$ cat config.mk
export PLATFORM = sky130hd
export DESIGN_NAME = bitser_cu
export DESIGN_NICKNAME = d
export VERILOG_FILES = /design/src/rtl/bitser_pkg.sv /design/src/rtl/bitser_decode.sv /design/src/rtl/bitser_alu.sv /design/src/rtl/bitser_flagdec.sv /design/src/rtl/bitser_cu.sv
export SDC_FILE = /design/constraint.sdc
export NUM_CORES = 1
export LEC_CHECK = 0
export CAP_MARGIN = 40
export CORE_ASPECT_RATIO = 0.75
export CORE_MARGIN = 4
export CORE_UTILIZATION = 30
export CTS_CLUSTER_SIZE = 30
export DETAILED_ROUTE_END_ITERATION = 10
export PLACE_DENSITY = 0.63
export SYNTH_ARGS = -nofsm -noshare
export SYNTH_HDL_FRONTEND = slang
export SYNTH_SLANG_ARGS = --single-unit
$ cat constraint.sdc
create_clock -name clk -period 2 [get_ports clk]
set_input_delay 0.5 -clock clk [delete_from_list [all_inputs] [get_ports clk]]
set_output_delay 0.5 -clock clk [all_outputs]
set_load 0.005 [all_outputs]
$ cat src/rtl/bitser_pkg.sv
package bitser_pkg;

    localparam int OP_W   = 4;
    localparam int FLAG_W = 8;
    localparam int FSEL_W = $clog2(FLAG_W);

    typedef enum logic [OP_W-1:0] {
        OP_NOP  = 4'h0,
        OP_LD   = 4'h1,
        OP_LDC  = 4'h2,
        OP_AND  = 4'h3,
        OP_OR   = 4'h4,
        OP_XOR  = 4'h5,
        OP_ADD  = 4'h6,
        OP_ADDC = 4'h7,
        OP_STO  = 4'h8,
        OP_STOC = 4'h9,
        OP_SETC = 4'hA,
        OP_CLRC = 4'hB,
        OP_JMP  = 4'hC,
        OP_RTN  = 4'hD,
        OP_EXT  = 4'hE,
        OP_NOPF = 4'hF
    } op_e;

    typedef enum logic [2:0] {
        AF_HOLD,
        AF_LD,
        AF_LDC,
        AF_AND,
        AF_OR,
        AF_XOR,
        AF_ADD,
        AF_ADDC
    } alu_fn_e;

    typedef enum logic [FSEL_W-1:0] {
        FS_NONE = 'd0,
        FS_JMP  = 'd1,
        FS_RTN  = 'd2,
        FS_EXT  = 'd3,
        FS_NOPF = 'd4
    } fsel_e;

    typedef struct packed {
        alu_fn_e fn;
        logic    arith;
        logic    set_c;
        logic    clr_c;
        logic    store;
        logic    store_inv;
        fsel_e   fsel;
    } ctl_t;

    typedef struct packed {
        logic              res;
        logic              carry;
        logic              dout;
        logic              dwr;
        logic              cen;
        logic [FLAG_W-1:0] flags;
    } state_t;

endpackage

$ cat src/rtl/bitser_decode.sv
module bitser_decode
    import bitser_pkg::*;
(
    input  logic [OP_W-1:0] opcode,
    output ctl_t            ctl
);
    always_comb begin
        ctl = '{fn: AF_HOLD, arith: 1'b0, set_c: 1'b0, clr_c: 1'b0,
                store: 1'b0, store_inv: 1'b0, fsel: FS_NONE};
        case (op_e'(opcode))
            OP_LD:   ctl.fn = AF_LD;
            OP_LDC:  ctl.fn = AF_LDC;
            OP_AND:  ctl.fn = AF_AND;
            OP_OR:   ctl.fn = AF_OR;
            OP_XOR:  ctl.fn = AF_XOR;
            OP_ADD:  begin ctl.fn = AF_ADD;  ctl.arith = 1'b1; end
            OP_ADDC: begin ctl.fn = AF_ADDC; ctl.arith = 1'b1; end
            OP_STO:  ctl.store = 1'b1;
            OP_STOC: begin ctl.store = 1'b1; ctl.store_inv = 1'b1; end
            OP_SETC: ctl.set_c = 1'b1;
            OP_CLRC: ctl.clr_c = 1'b1;
            OP_JMP:  ctl.fsel = FS_JMP;
            OP_RTN:  ctl.fsel = FS_RTN;
            OP_EXT:  ctl.fsel = FS_EXT;
            OP_NOPF: ctl.fsel = FS_NOPF;
            default: ;
        endcase
    end
endmodule

$ cat src/rtl/bitser_alu.sv
module bitser_alu
    import bitser_pkg::*;
(
    input  alu_fn_e fn,
    input  logic    a,
    input  logic    b,
    input  logic    cin,
    output logic    r,
    output logic    cout
);
    logic [1:0] sum;
    logic       b_eff;

    always_comb begin
        b_eff = (fn == AF_ADDC) ? ~b : b;
        sum   = {1'b0, a} + {1'b0, b_eff} + {1'b0, cin};
        r     = a;
        cout  = cin;
        case (fn)
            AF_LD:   r = b;
            AF_LDC:  r = ~b;
            AF_AND:  r = a & b;
            AF_OR:   r = a | b;
            AF_XOR:  r = a ^ b;
            AF_ADD,
            AF_ADDC: begin
                r    = sum[0];
                cout = sum[1];
            end
            default: ;
        endcase
    end
endmodule

$ cat src/rtl/bitser_flagdec.sv
module bitser_flagdec #(
    parameter int LINES = 8,
    parameter int SEL_W = $clog2(LINES)
) (
    input  logic [SEL_W-1:0] sel,
    output logic [LINES-1:0] lines
);
    assign lines[0] = 1'b0;
    for (genvar i = 1; i < LINES; i++) begin : g_line
        assign lines[i] = (sel == SEL_W'(i));
    end
endmodule

$ cat src/rtl/bitser_cu.sv
module bitser_cu
    import bitser_pkg::*;
(
    input  logic              clk,
    input  logic              rst,
    input  logic [OP_W-1:0]   opcode_i,
    input  logic              din_i,
    output logic              dout_o,
    output logic              dwr_o,
    output logic [FLAG_W-1:0] flag_o,
    output logic              cen_o
);
    ctl_t              ctl;
    state_t            st_d, st_q;
    logic              alu_r, alu_c;
    logic [FLAG_W-1:0] flag_dec;

    bitser_decode u_dec (
        .opcode (opcode_i),
        .ctl    (ctl)
    );

    bitser_alu u_alu (
        .fn   (ctl.fn),
        .a    (st_q.res),
        .b    (din_i),
        .cin  (st_q.carry),
        .r    (alu_r),
        .cout (alu_c)
    );

    bitser_flagdec #(.LINES(FLAG_W), .SEL_W(FSEL_W)) u_flg (
        .sel   (ctl.fsel),
        .lines (flag_dec)
    );

    always_comb begin
        st_d       = st_q;
        st_d.res   = alu_r;
        st_d.carry = alu_c;
        if (ctl.set_c) st_d.carry = 1'b1;
        if (ctl.clr_c) st_d.carry = 1'b0;
        st_d.dwr   = ctl.store;
        if (ctl.store) st_d.dout = st_q.res ^ ctl.store_inv;
        st_d.cen   = ctl.arith;
        st_d.flags = flag_dec;
        if (rst) st_d = '0;
    end

    always_ff @(negedge clk) begin
        st_q <= st_d;
    end

    assign dout_o = st_q.dout;
    assign dwr_o  = st_q.dwr;
    assign flag_o = st_q.flags;
    assign cen_o  = st_q.cen;

    AST_FLAGS_ONEHOT: assert property (@(negedge clk) disable iff (rst)
        $onehot0(flag_o) && !flag_o[0]);
    AST_RESET_CLEAR: assert property (@(negedge clk)
        $past(rst) |-> (st_q == '0));
    AST_STROBE_SRC: assert property (@(negedge clk) disable iff (rst)
        dwr_o |-> ($past(opcode_i) == OP_STO || $past(opcode_i) == OP_STOC));
    AST_DOUT_HOLD: assert property (@(negedge clk) disable iff (rst)
        (!$past(rst) && !dwr_o) |-> $stable(dout_o));
    AST_CEN_SRC: assert property (@(negedge clk) disable iff (rst)
        cen_o |-> ($past(opcode_i) == OP_ADD || $past(opcode_i) == OP_ADDC));
    AST_SETC_ONE: assert property (@(negedge clk) disable iff (rst)
        (!$past(rst) && $past(opcode_i) == OP_SETC) |-> st_q.carry);
    AST_NOP_KEEP: assert property (@(negedge clk) disable iff (rst)
        (!$past(rst) && $past(opcode_i) == OP_NOP)
            |-> ($stable(st_q.res) && $stable(st_q.carry)));
endmodule

# --- Word level (Yosys, flattened, before mapping) ---
# Index checks and enable logic that the tools add are counted.
totals:
  input_bits: 7
  wordCells: 60
  ff_bits: 13
op_classes:
  n_reduce_logical: 6
  eq_ne: 29
  bitwise: 5
  add_sub_neg: 2
  n_mux: 11
ops:
  columns: ["op", "count"]
  rows:
  - ["$eq A4 B4 Y1 const B", 8]
  - ["$eq A3 B3 Y1 const B", 8]
  - ["$pmux W3 S7", 1]
  - ["$eq A4 B3 Y1 const B", 4]
  - ["$eq A3 B2 Y1 const B", 4]
  - ["$pmux W3 S4", 1]
  - ["$eq A4 B2 Y1 const B", 2]
  - ["$mux W1", 8]
  - ["$reduce_or A2 Y1", 4]
  - ["$eq A3 B1 Y1 const B", 2]
  - ["$pmux W1 S6", 1]
  - ["$reduce_bool A6 Y1", 1]
  - ["$eq A4 B1 Y1 const B", 1]
  - ["$add A1 B1 Y2", 1]
  - ["$add A2 B1 Y2", 1]
  - ["$reduce_bool A2 Y1", 1]
  - ["$xor A1 B1 Y1", 2]
  - ["$and A1 B1 Y1", 1]
  - ["$not A1 Y1", 1]
  - ["$or A1 B1 Y1", 1]

# --- Longest topological paths before layout ---
# Gate-level depths: netlist of run 1.
depth:
  word_depth: 8
  depth_mapped: 8

# --- By module ---
# A second synthesis of run 1 with hierarchy kept.
hier_totals:
  hier_cells: 84
  hier_area_um2: 754.5
modules_own_cells:
  columns: ["mod", "cells_per_inst", "area_per_inst_um2", "n_inst"]
  rows:
  - ["bitser_cu", 39, 442.9, 1]
  - ["bitser_alu", 20, 156.4, 1]
  - ["bitser_decode", 16, 83.8, 1]
  - ["bitser_flagdec", 9, 71.3, 1]

==> impl_metrics.json, run 1 <==
{
  "initial_core_util": 0.318,
  "cts_inserted_buffers": 3,
  "drtAntennaViolNets": 0,
  "hp-class": "register to register",
  "vias": 545,
  "finalMaxSlewViolations": 0,
  "cts_max_level": 1,
  "dr.pass1.iters": 4,
  "p_int_w": 0.000416,
  "drv_cap": 0,
  "pwr-share-seq": 0.420,
  "row_count": 13,
  "yosys_most_used_dff": "dfxtp_1",
  "gp_congestion": 0.777,
  "rsz0062_at_grt": "true",
  "area_growth_pct": 64.3,
  "cts.clk_slew.worst_paths_ns": 0.04,
  "synth_top_area_cell": "dfxtp_1",
  "synth_edf_count": 0,
  "setup.worst_path.class": "input pin to register",
  "finish.utilization": 0.522,
  "wire_per_inst_um": 10.3,
  "grt_max_degree": 10,
  "ios": 18,
  "clockBufferDepth": 2,
  "yosys-top-cells-area": "dfxtp_1 43%, ha_1 4.5%, nor3_1 4.5%, nor3b_1 4.1%, fa_1 3.6%",
  "synth_warnings": 0,
  "critPathLaunchType": "input pin",
  "viasPerCell": 4.47,
  "root_buffer": "clkbuf_4",
  "netlist_area_um2": 553,
  "die_x_um": 57.6,
  "clkSinkCount": 12,
  "swShare": 0.320,
  "synth_cells": 55,
  "pwr-share-comb": 0.172,
  "synth.most_common_cell": "dfxtp_1",
  "worstPathRequired_ns": 1.26,
  "diodes": 0,
  "fin_setup_tns_ns": -3.33,
  "nNetsFinal": 111,
  "cts_hold_buf": 0,
  "worstPathMaxFanout": 2,
  "p_leak_nw": 0.459,
  "grt_pass1_wl_um": 2180,
  "netlist.area_leader.share": 0.434,
  "clock_skew_ns": 0.00844,
  "grt_pass1_vias": 558,
  "nFillCells": 166,
  "syn_area_per_cell_um2": 10.1,
  "dieArea_um2": 2600,
  "async_flop_share": 0,
  "end_kind": "register",
  "antenna_found_initial": 0,
  "hold_viol": 0,
  "clkPwrFrac": 0.408,
  "setup_viol": 12,
  "violations": "setup timing",
  "power.density_nw_per_um2": 673,
  "ir_drop_mv": 0.438,
  "track_usage": 0.115,
  "netlist_top_cells_count": "12 x dfxtp_1, 5 x nor3_1, 4 x inv_1",
  "drt_iter0_markers": 6,
  "drc": 0,
  "cp.arrival_ns": 1.75,
  "run_status": "finished, violations left",
  "power.switching_w": 0.000196,
  "fp.dieH_um": 45.2,
  "clkLatencyLatePin_ns": 0.34,
  "io_buffers": 16,
  "grt-ovfl-total": 0,
  "ys_ff_latch": 12,
  "layout-drive-gt1-share": 0.460,
  "cts_tree": "done",
  "synth_cell_types": 25,
  "fin_ws_ns": -0.499,
  "coreArea_um2": 1740,
  "drt_wl_total_um": 1260,
  "ys_seq_area_frac": 0.434,
  "dpl.hpwl_um": 909
}
-- power groups by stage --
stage               sequential [W]  combinational (W)   clock, W
finish                    0.000257           0.000105   0.000249
global route              0.000258           0.000116   0.000292
CTS                       0.000257          0.0000984   0.000260
detailed placement        0.000260           0.000103  0.0000399
global placement          0.000259           0.000101  0.0000399
floorplan                 0.000260          0.0000543  0.0000399
-- cell type report --
type                            instances  area, µm²  share of cell area
Tap cell                               22       27.5              0.0303
Timing Repair Buffer                   30        230               0.253
Clock buffer                            3       22.5              0.0248
Sequential cell                        12        245               0.270
Multi-Input combinational cell         39        322               0.354
Inverter                                3       11.3              0.0124
Clock inverter                         13       50.0              0.0551
-- layer usage --
| metal | vias up | part of all wire | GRT usage |
|---|---|---|---|
| met1 | 247 | 0.40 | 0.110 |
| met3 | 6 | 0.076 | 0.0686 |
| met5 | - | 0 | 0 |
| li1 | 273 | - | - |
| met4 | 0 | 0.027 | 0.0972 |
| met2 | 19 | 0.49 | 0.178 |
-- layout by cell type (no fill, tap or decap) --
master,instances
o211ai_1,1
buf_2,9
buf_4,13
nand2_4,1
fa_1,1
nor3_1,5
o21ai_1,1
clkbuf_4,3
o31a_1,1
clkdlybuf4s15_2,1
ha_1,2
dfxtp_2,4
inv_2,1
mux2_2,1
o311ai_2,1
nand2b_4,1
nor3b_1,3
nor2b_4,1
nor2b_1,3
dfxtp_1,8
a211oi_1,2
nand2_1,1
clkinvlp_2,1
conb_1,4
nor2_4,1
buf_6,6
and3b_1,1
dlygate4sd2_1,1
xnor2_2,1
nor2_1,2
o21ai_0,2
xnor2_1,1
nand3b_1,1
inv_1,14
nor3b_4,1
-- worst max-delay path: stages --
cell and delay, ns:
buf_6 0.09, nand2b_4 0.14, nor2_4 0.12, xnor2_2 0.08, fa_1 0.48, nand2_1 0.05
o31a_1 0.10, o311ai_2 0.20
-- registers in the layout, summed over array words and instances, names as in the netlist --
name / count
st_q: 2
dwr_o: 1
dout_o: 1
flag_o: 7
cen_o: 1
-- what timing repair did --
item                                    CTS  global route
pin swaps                                 6             9
cloned                                    0             0
gates resized for setup                  67            10
setup buffers                             1             2
endpoints found under the hold margin     0             0
endpoints found under the setup margin   19            16
-- worst paths after layout --
path                            cells after the start       end  slack (ns)   startpoint
worst max-delay path                                8  st_q[12]       -0.50  opcode_i[3]
worst min-delay path                                2  st_q[11]        0.54     st_q[11]
worst max register to register                      5  st_q[12]        0.58     st_q[12]
worst min register to register                      2  st_q[11]        0.54     st_q[11]
-- kinds of logic (layout without fill, tap and decap cells) --
logic type,after synthesis,count (layout),share of synthesized area
adder cells (fa/ha/maj),3,3,0.0814
AND/OR/NAND/NOR,21,21,0.242
flip-flops,12,12,0.434
other,1,4,0.00678
buffers and inverters,7,49,0.0701
multiplexers,1,1,0.0204
XOR/XNOR,2,2,0.0317
AO/OA/AOI/OAI,8,8,0.113
-- metrics by stage --
| stage | std cells | setup WS, ns | area [µm²] | power (W) | hold WS [ns] |
|---|---|---|---|---|---|
| after floorplan | 58 | -0.743 | 603 | 0.000354 | 0.469 |
| after global placement | 104 | -1.25 | 835 | 0.000400 | 0.504 |
| after detailed placement | 104 | -1.27 | 835 | 0.000402 | 0.509 |
| after CTS | 120 | -0.575 | 863 | 0.000615 | 0.527 |
| after global routing | 122 | -0.551 | 908 | 0.000666 | 0.589 |
| final | 122 | -0.499 | 908 | 0.000612 | 0.536 |
Note: power is estimated with default switching activity, not from simulation.
==> run 2: changes to the inputs <==
Settings changed: GPL_TIMING_DRIVEN set to 0, SETUP_SLACK_MARGIN set to 0.2.
==> run 2 against run 1 <==
Compared with the run above: critical path type unchanged; core utilization fell by 2.4 points; via count fell by 8.6%; clock power fell by 5%; total power fell by 3.1%; global-route usage fell by 1.8 points; routed wire length fell by 9.4%; largest cell class unchanged; clock-buffer cell count did not move; die area did not move; register-to-register slack got worse by 0.03 ns; the run still ends with setup timing left; clock skew fell by 0.0042 ns; final cell count fell by 8.2%; setup slack got worse by 0.026 ns.
==> impl_metrics.json, run 2 (synthesis results as in run 1) <==
{
  "crit_buf_inv": 1,
  "diodes": 0,
  "cts_max_level": 1,
  "slowest_stage": "fa_2",
  "largest_reg_flops": 7,
  "row_count": 13,
  "most-common-layout-cells": "14 x inv_1, 9 x dfxtp_1, 9 x buf_2",
  "io_buffers": 14,
  "power_w": 0.000593,
  "gp_congestion": 0.802,
  "cp.arrival_ns": 1.76,
  "critPathLaunchType": "input pin",
  "swShare": 0.307,
  "rsz0062_at_grt": "true",
  "critPathMaxStageDelay_ns": 0.52,
  "grt-ovfl-total": 0,
  "worstPathMaxFanout": 2,
  "grt_pass1_vias": 471,
  "dr.pass1.iters": 4,
  "dpl.hpwl_um": 792,
  "antenna_found_initial": 0,
  "initial_core_util": 0.318,
  "clock_skew_ns": 0.00428,
  "cts.clk_slew.worst_paths_ns": 0.03,
  "setup.worst_path.class": "input pin to register",
  "grt_max_degree": 11,
  "pwr-share-comb": 0.167,
  "fin_setup_tns_ns": -3.20,
  "pwr-share-seq": 0.434,
  "violations": "setup timing",
  "clkLatencyLatePin_ns": 0.33,
  "root_buffer": "clkbuf_4",
  "fin_ws_ns": -0.525,
  "dieArea_um2": 2600,
  "fp.dieH_um": 45.2,
  "track_usage": 0.0971,
  "hold_slack_ns": 0.500,
  "p_int_w": 0.000411,
  "layout_commonest_cell": "inv_1",
  "worstPathRequired_ns": 1.24,
  "power.switching_w": 0.000182,
  "drv_cap": 0,
  "clkSinkCount": 12,
  "cts_inserted_buffers": 3,
  "die_x_um": 57.6,
  "drt_wl_total_um": 1140,
  "ios": 18,
  "p_leak_nw": 0.421,
  "drc": 0,
  "end_kind": "register",
  "finalMaxSlewViolations": 0,
  "clockBufferDepth": 2,
  "nNetsFinal": 101,
  "cts_tree": "done",
  "area_growth_pct": 56.8,
  "wire_per_inst_um": 10.2,
  "cp_cell_sequence": "buf_8 > nand2b_4 > nor2_4 > xnor2_2 > fa_2 > nand2_1 > o31a_1 > o311ai_2",
  "power.density_nw_per_um2": 684,
  "setup_viol": 12,
  "critPathTopFamily": "adder cells",
  "run_status": "finished, violations left",
  "ir_drop_mv": 0.473,
  "hp-class": "register to register",
  "hold_viol": 0,
  "clkPwrFrac": 0.400,
  "drt_iter0_markers": 6,
  "layout-drive-gt1-share": 0.433,
  "drtAntennaViolNets": 0,
  "grt_pass1_wl_um": 1930,
  "coreArea_um2": 1740,
  "vias": 498,
  "viasPerCell": 4.45
}
run 2: routing by layer:
| metal | GRT usage | vias up | part of all wire |
|---|---|---|---|
| met4 | 0.0556 | 0 | 0.015 |
| li1 | - | 252 | - |
| met5 | 0 | - | 0 |
| met3 | 0.0571 | 2 | 0.079 |
| met1 | 0.121 | 225 | 0.43 |
| met2 | 0.128 | 19 | 0.47 |
run 2: what timing repair did:
action,4_1_cts,5_1_grt
hold buffers,0,0
endpoints found under the setup margin,19,17
gates resized for setup,66,10
buffers inserted,2,1
pin swaps,5,5
run 2: area by class of cell:
type / instances / area [µm²]
multi-input combinational: 39 / 333
clock buffer: 3 / 22.5
fill: 164 / 873
tap: 22 / 27.5
inverter: 3 / 11.3
clock inverter: 13 / 50.0
sequential: 12 / 244
timing repair buffer: 17 / 131
buffer: 3 / 47.5
run 2: path summary, 6_finish.rpt:
path                            cells after the start        to  slack [ns]        start
worst max-delay path                                8  st_q[12]       -0.53  opcode_i[3]
worst max register to register                      5  st_q[12]        0.55     st_q[12]
worst min-delay path                                2    dout_o        0.50       dout_o
worst min register to register                      2    dout_o        0.50       dout_o
run 2: through the flow:
stage	cells	area (µm²)	util	setup slack (ns)
3_3_place_gp	94	781	0.449	-1.45
4_1_cts	111	811	0.466	-0.526
6_report	112	867	0.498	-0.525
2_1_floorplan	58	613	-	-0.737
3_5_place_dp	94	781	0.449	-1.46
5_1_grt	112	867	0.498	-0.570
run 2: power groups by stage:
stage,sequential (W),clock [W],combinational (W)
after floorplan,0.000260,0.0000399,0.0000563
after global placement,0.000259,0.0000399,0.0000913
after detailed placement,0.000260,0.0000399,0.0000930
after CTS,0.000256,0.000249,0.0000895
after global routing,0.000258,0.000274,0.000109
final,0.000257,0.000237,0.0000988
run 2: worst min-delay path, stage by stage, from the launching register on:
cell      delay (ns)
dfxtp_2         0.31
nor2_1          0.09
a211oi_1        0.05
==> run 3: changes to the inputs <==
Settings changed: PLACE_DENSITY 0.63 to 0.65, SLEW_MARGIN set to 10.
Clock period 2 ns to 2.28 ns, I/O delays scaled along.
==> run 3 against run 2 <==
Compared with the run above: the flow still finishes with violations (setup timing); first-iteration DRC count shrank 67%; setup slack gained 0.047 ns; worst hold slack lost 0.00099 ns; critical path type unchanged; critical endpoint unchanged; largest cell class unchanged; largest power group unchanged; highest routed layer is now met3.
==> impl_metrics.json, run 3 (synthesis results as in run 1) <==
{
  "run_status": "finished, violations left",
  "violations": "setup timing",
  "rsz0062_at_grt": "true",
  "end_kind": "register",
  "critPathMaxStageDelay_ns": 0.48,
  "root_buffer": "clkbuf_4",
  "drtAntennaViolNets": 0,
  "fp.dieH_um": 45.2,
  "cts_tree": "done",
  "setup.worst_path.class": "input pin to register",
  "hold_slack_ns": 0.499,
  "finalMaxSlewViolations": 0,
  "critPathLaunchType": "input pin",
  "dpl.hpwl_um": 739,
  "viasPerCell": 4.32,
  "row_count": 13,
  "most-common-layout-cells": "14 x inv_1, 10 x dfxtp_1, 8 x buf_2",
  "hp-class": "register to register",
  "multiInputGateArea_um2": 327,
  "diodes": 0,
  "largest_reg_flops": 7,
  "design_area_um2": 851,
  "layout-drive-gt1-share": 0.389,
  "nFillCells": 174,
  "hold_viol": 0,
  "cts.clk_slew.worst_paths_ns": 0.03,
  "nNetsFinal": 102,
  "power.density_nw_per_um2": 598,
  "pwr-share-seq": 0.442,
  "p_int_w": 0.000355,
  "register_area_um2": 243,
  "wire_per_inst_um": 9.39,
  "grt_max_degree": 11,
  "grt-ovfl-total": 0,
  "cts_max_level": 1,
  "finish.utilization": 0.489,
  "cts_inserted_buffers": 3,
  "worstPathMaxFanout": 8,
  "antenna_found_initial": 0,
  "clkLatencyLatePin_ns": 0.33,
  "setup_viol": 12,
  "ios": 18,
  "ff2ff_setup_slack_ns": 0.85,
  "drt_iter0_markers": 2,
  "p_leak_nw": 0.422,
  "initial_core_util": 0.318,
  "fin_setup_tns_ns": -2.42,
  "slowest_stage": "fa_1",
  "cp.arrival_ns": 1.85,
  "io_buffers": 14,
  "cp_cell_sequence": "buf_8 > nand2b_4 > nor2_4 > xnor2_2 > fa_1 > nand2_1 > o31a_1 > o311ai_2",
  "dpl-instance-area_um2": 771,
  "fin_ws_ns": -0.478,
  "dr.pass1.iters": 2,
  "gp_congestion": 0.685,
  "grt_pass1_wl_um": 1850,
  "clkSinkCount": 12,
  "critPathTopFamily": "adder cells",
  "vias": 484,
  "worstPathRequired_ns": 1.37,
  "crit_buf_inv": 1,
  "post-place-ws_ns": -1.40,
  "grt_pass1_vias": 471,
  "layout_commonest_cell": "inv_1",
  "area_growth_pct": 53.8,
  "swShare": 0.303,
  "drv_cap": 0,
  "pwr-share-comb": 0.162,
  "die_x_um": 57.6,
  "clockBufferDepth": 2,
  "ir_drop_mv": 0.303,
  "power.switching_w": 0.000154,
  "coreArea_um2": 1740,
  "track_usage": 0.0934,
  "dieArea_um2": 2600,
  "clock_skew_ns": 0.00226,
  "clkPwrFrac": 0.396,
  "drt_wl_total_um": 1050,
  "drc": 0
}
-- run 3: cell type report --
cell class              count  share of cell area
multi-input cells          39               0.384
flip-flops and latches     12               0.285
repair buffers             18               0.160
clock inverters            12              0.0529
plain buffers               3              0.0456
well taps                  22              0.0324
clock buffers               3              0.0265
inverters                   3              0.0132
-- run 3: worst min-delay path: stages, from the launching register on --
cell      delay, ns
dfxtp_2        0.31
nor2_1         0.09
a211oi_1       0.05
-- run 3: power by group through the flow --
stage / registers, W / logic, W / clock network (W)
after global routing: 0.000226 / 0.0000908 / 0.000237
after floorplan: 0.000228 / 0.0000476 / 0.0000350
after global placement: 0.000227 / 0.0000779 / 0.0000350
after detailed placement: 0.000227 / 0.0000787 / 0.0000350
after CTS: 0.000225 / 0.0000767 / 0.000216
final: 0.000225 / 0.0000824 / 0.000201
-- run 3: worst paths after layout --
kind                                  start       end  depth (start not counted)
worst max-delay path            opcode_i[3]  st_q[12]                          8
worst min-delay path                 dout_o    dout_o                          2
worst max register to register     st_q[12]  st_q[12]                          5
worst min register to register       dout_o    dout_o                          2
-- run 3: per-stage QoR --
step / instances / power [W]
finish: 112 / 0.000509
global route: 112 / 0.000554
CTS: 109 / 0.000517
detailed placement: 94 / 0.000341
global placement: 94 / 0.000340
floorplan: 58 / 0.000310
-- run 3: layer usage --
metal / global-route usage / routed length (µm)
met1: 0.0933 / 465
met2: 0.146 / 514
met3: 0.0600 / 72
met4: 0.0602 / 0
met5: 0 / 0
-- run 3: what timing repair did --
item | 4_1_cts | 5_1_grt
pin swaps | 4 | 5
setup buffers | 1 | 3
hold buffers | 0 | 0
endpoints found under the setup margin | 19 | 14
gates resized for setup | 66 | 5
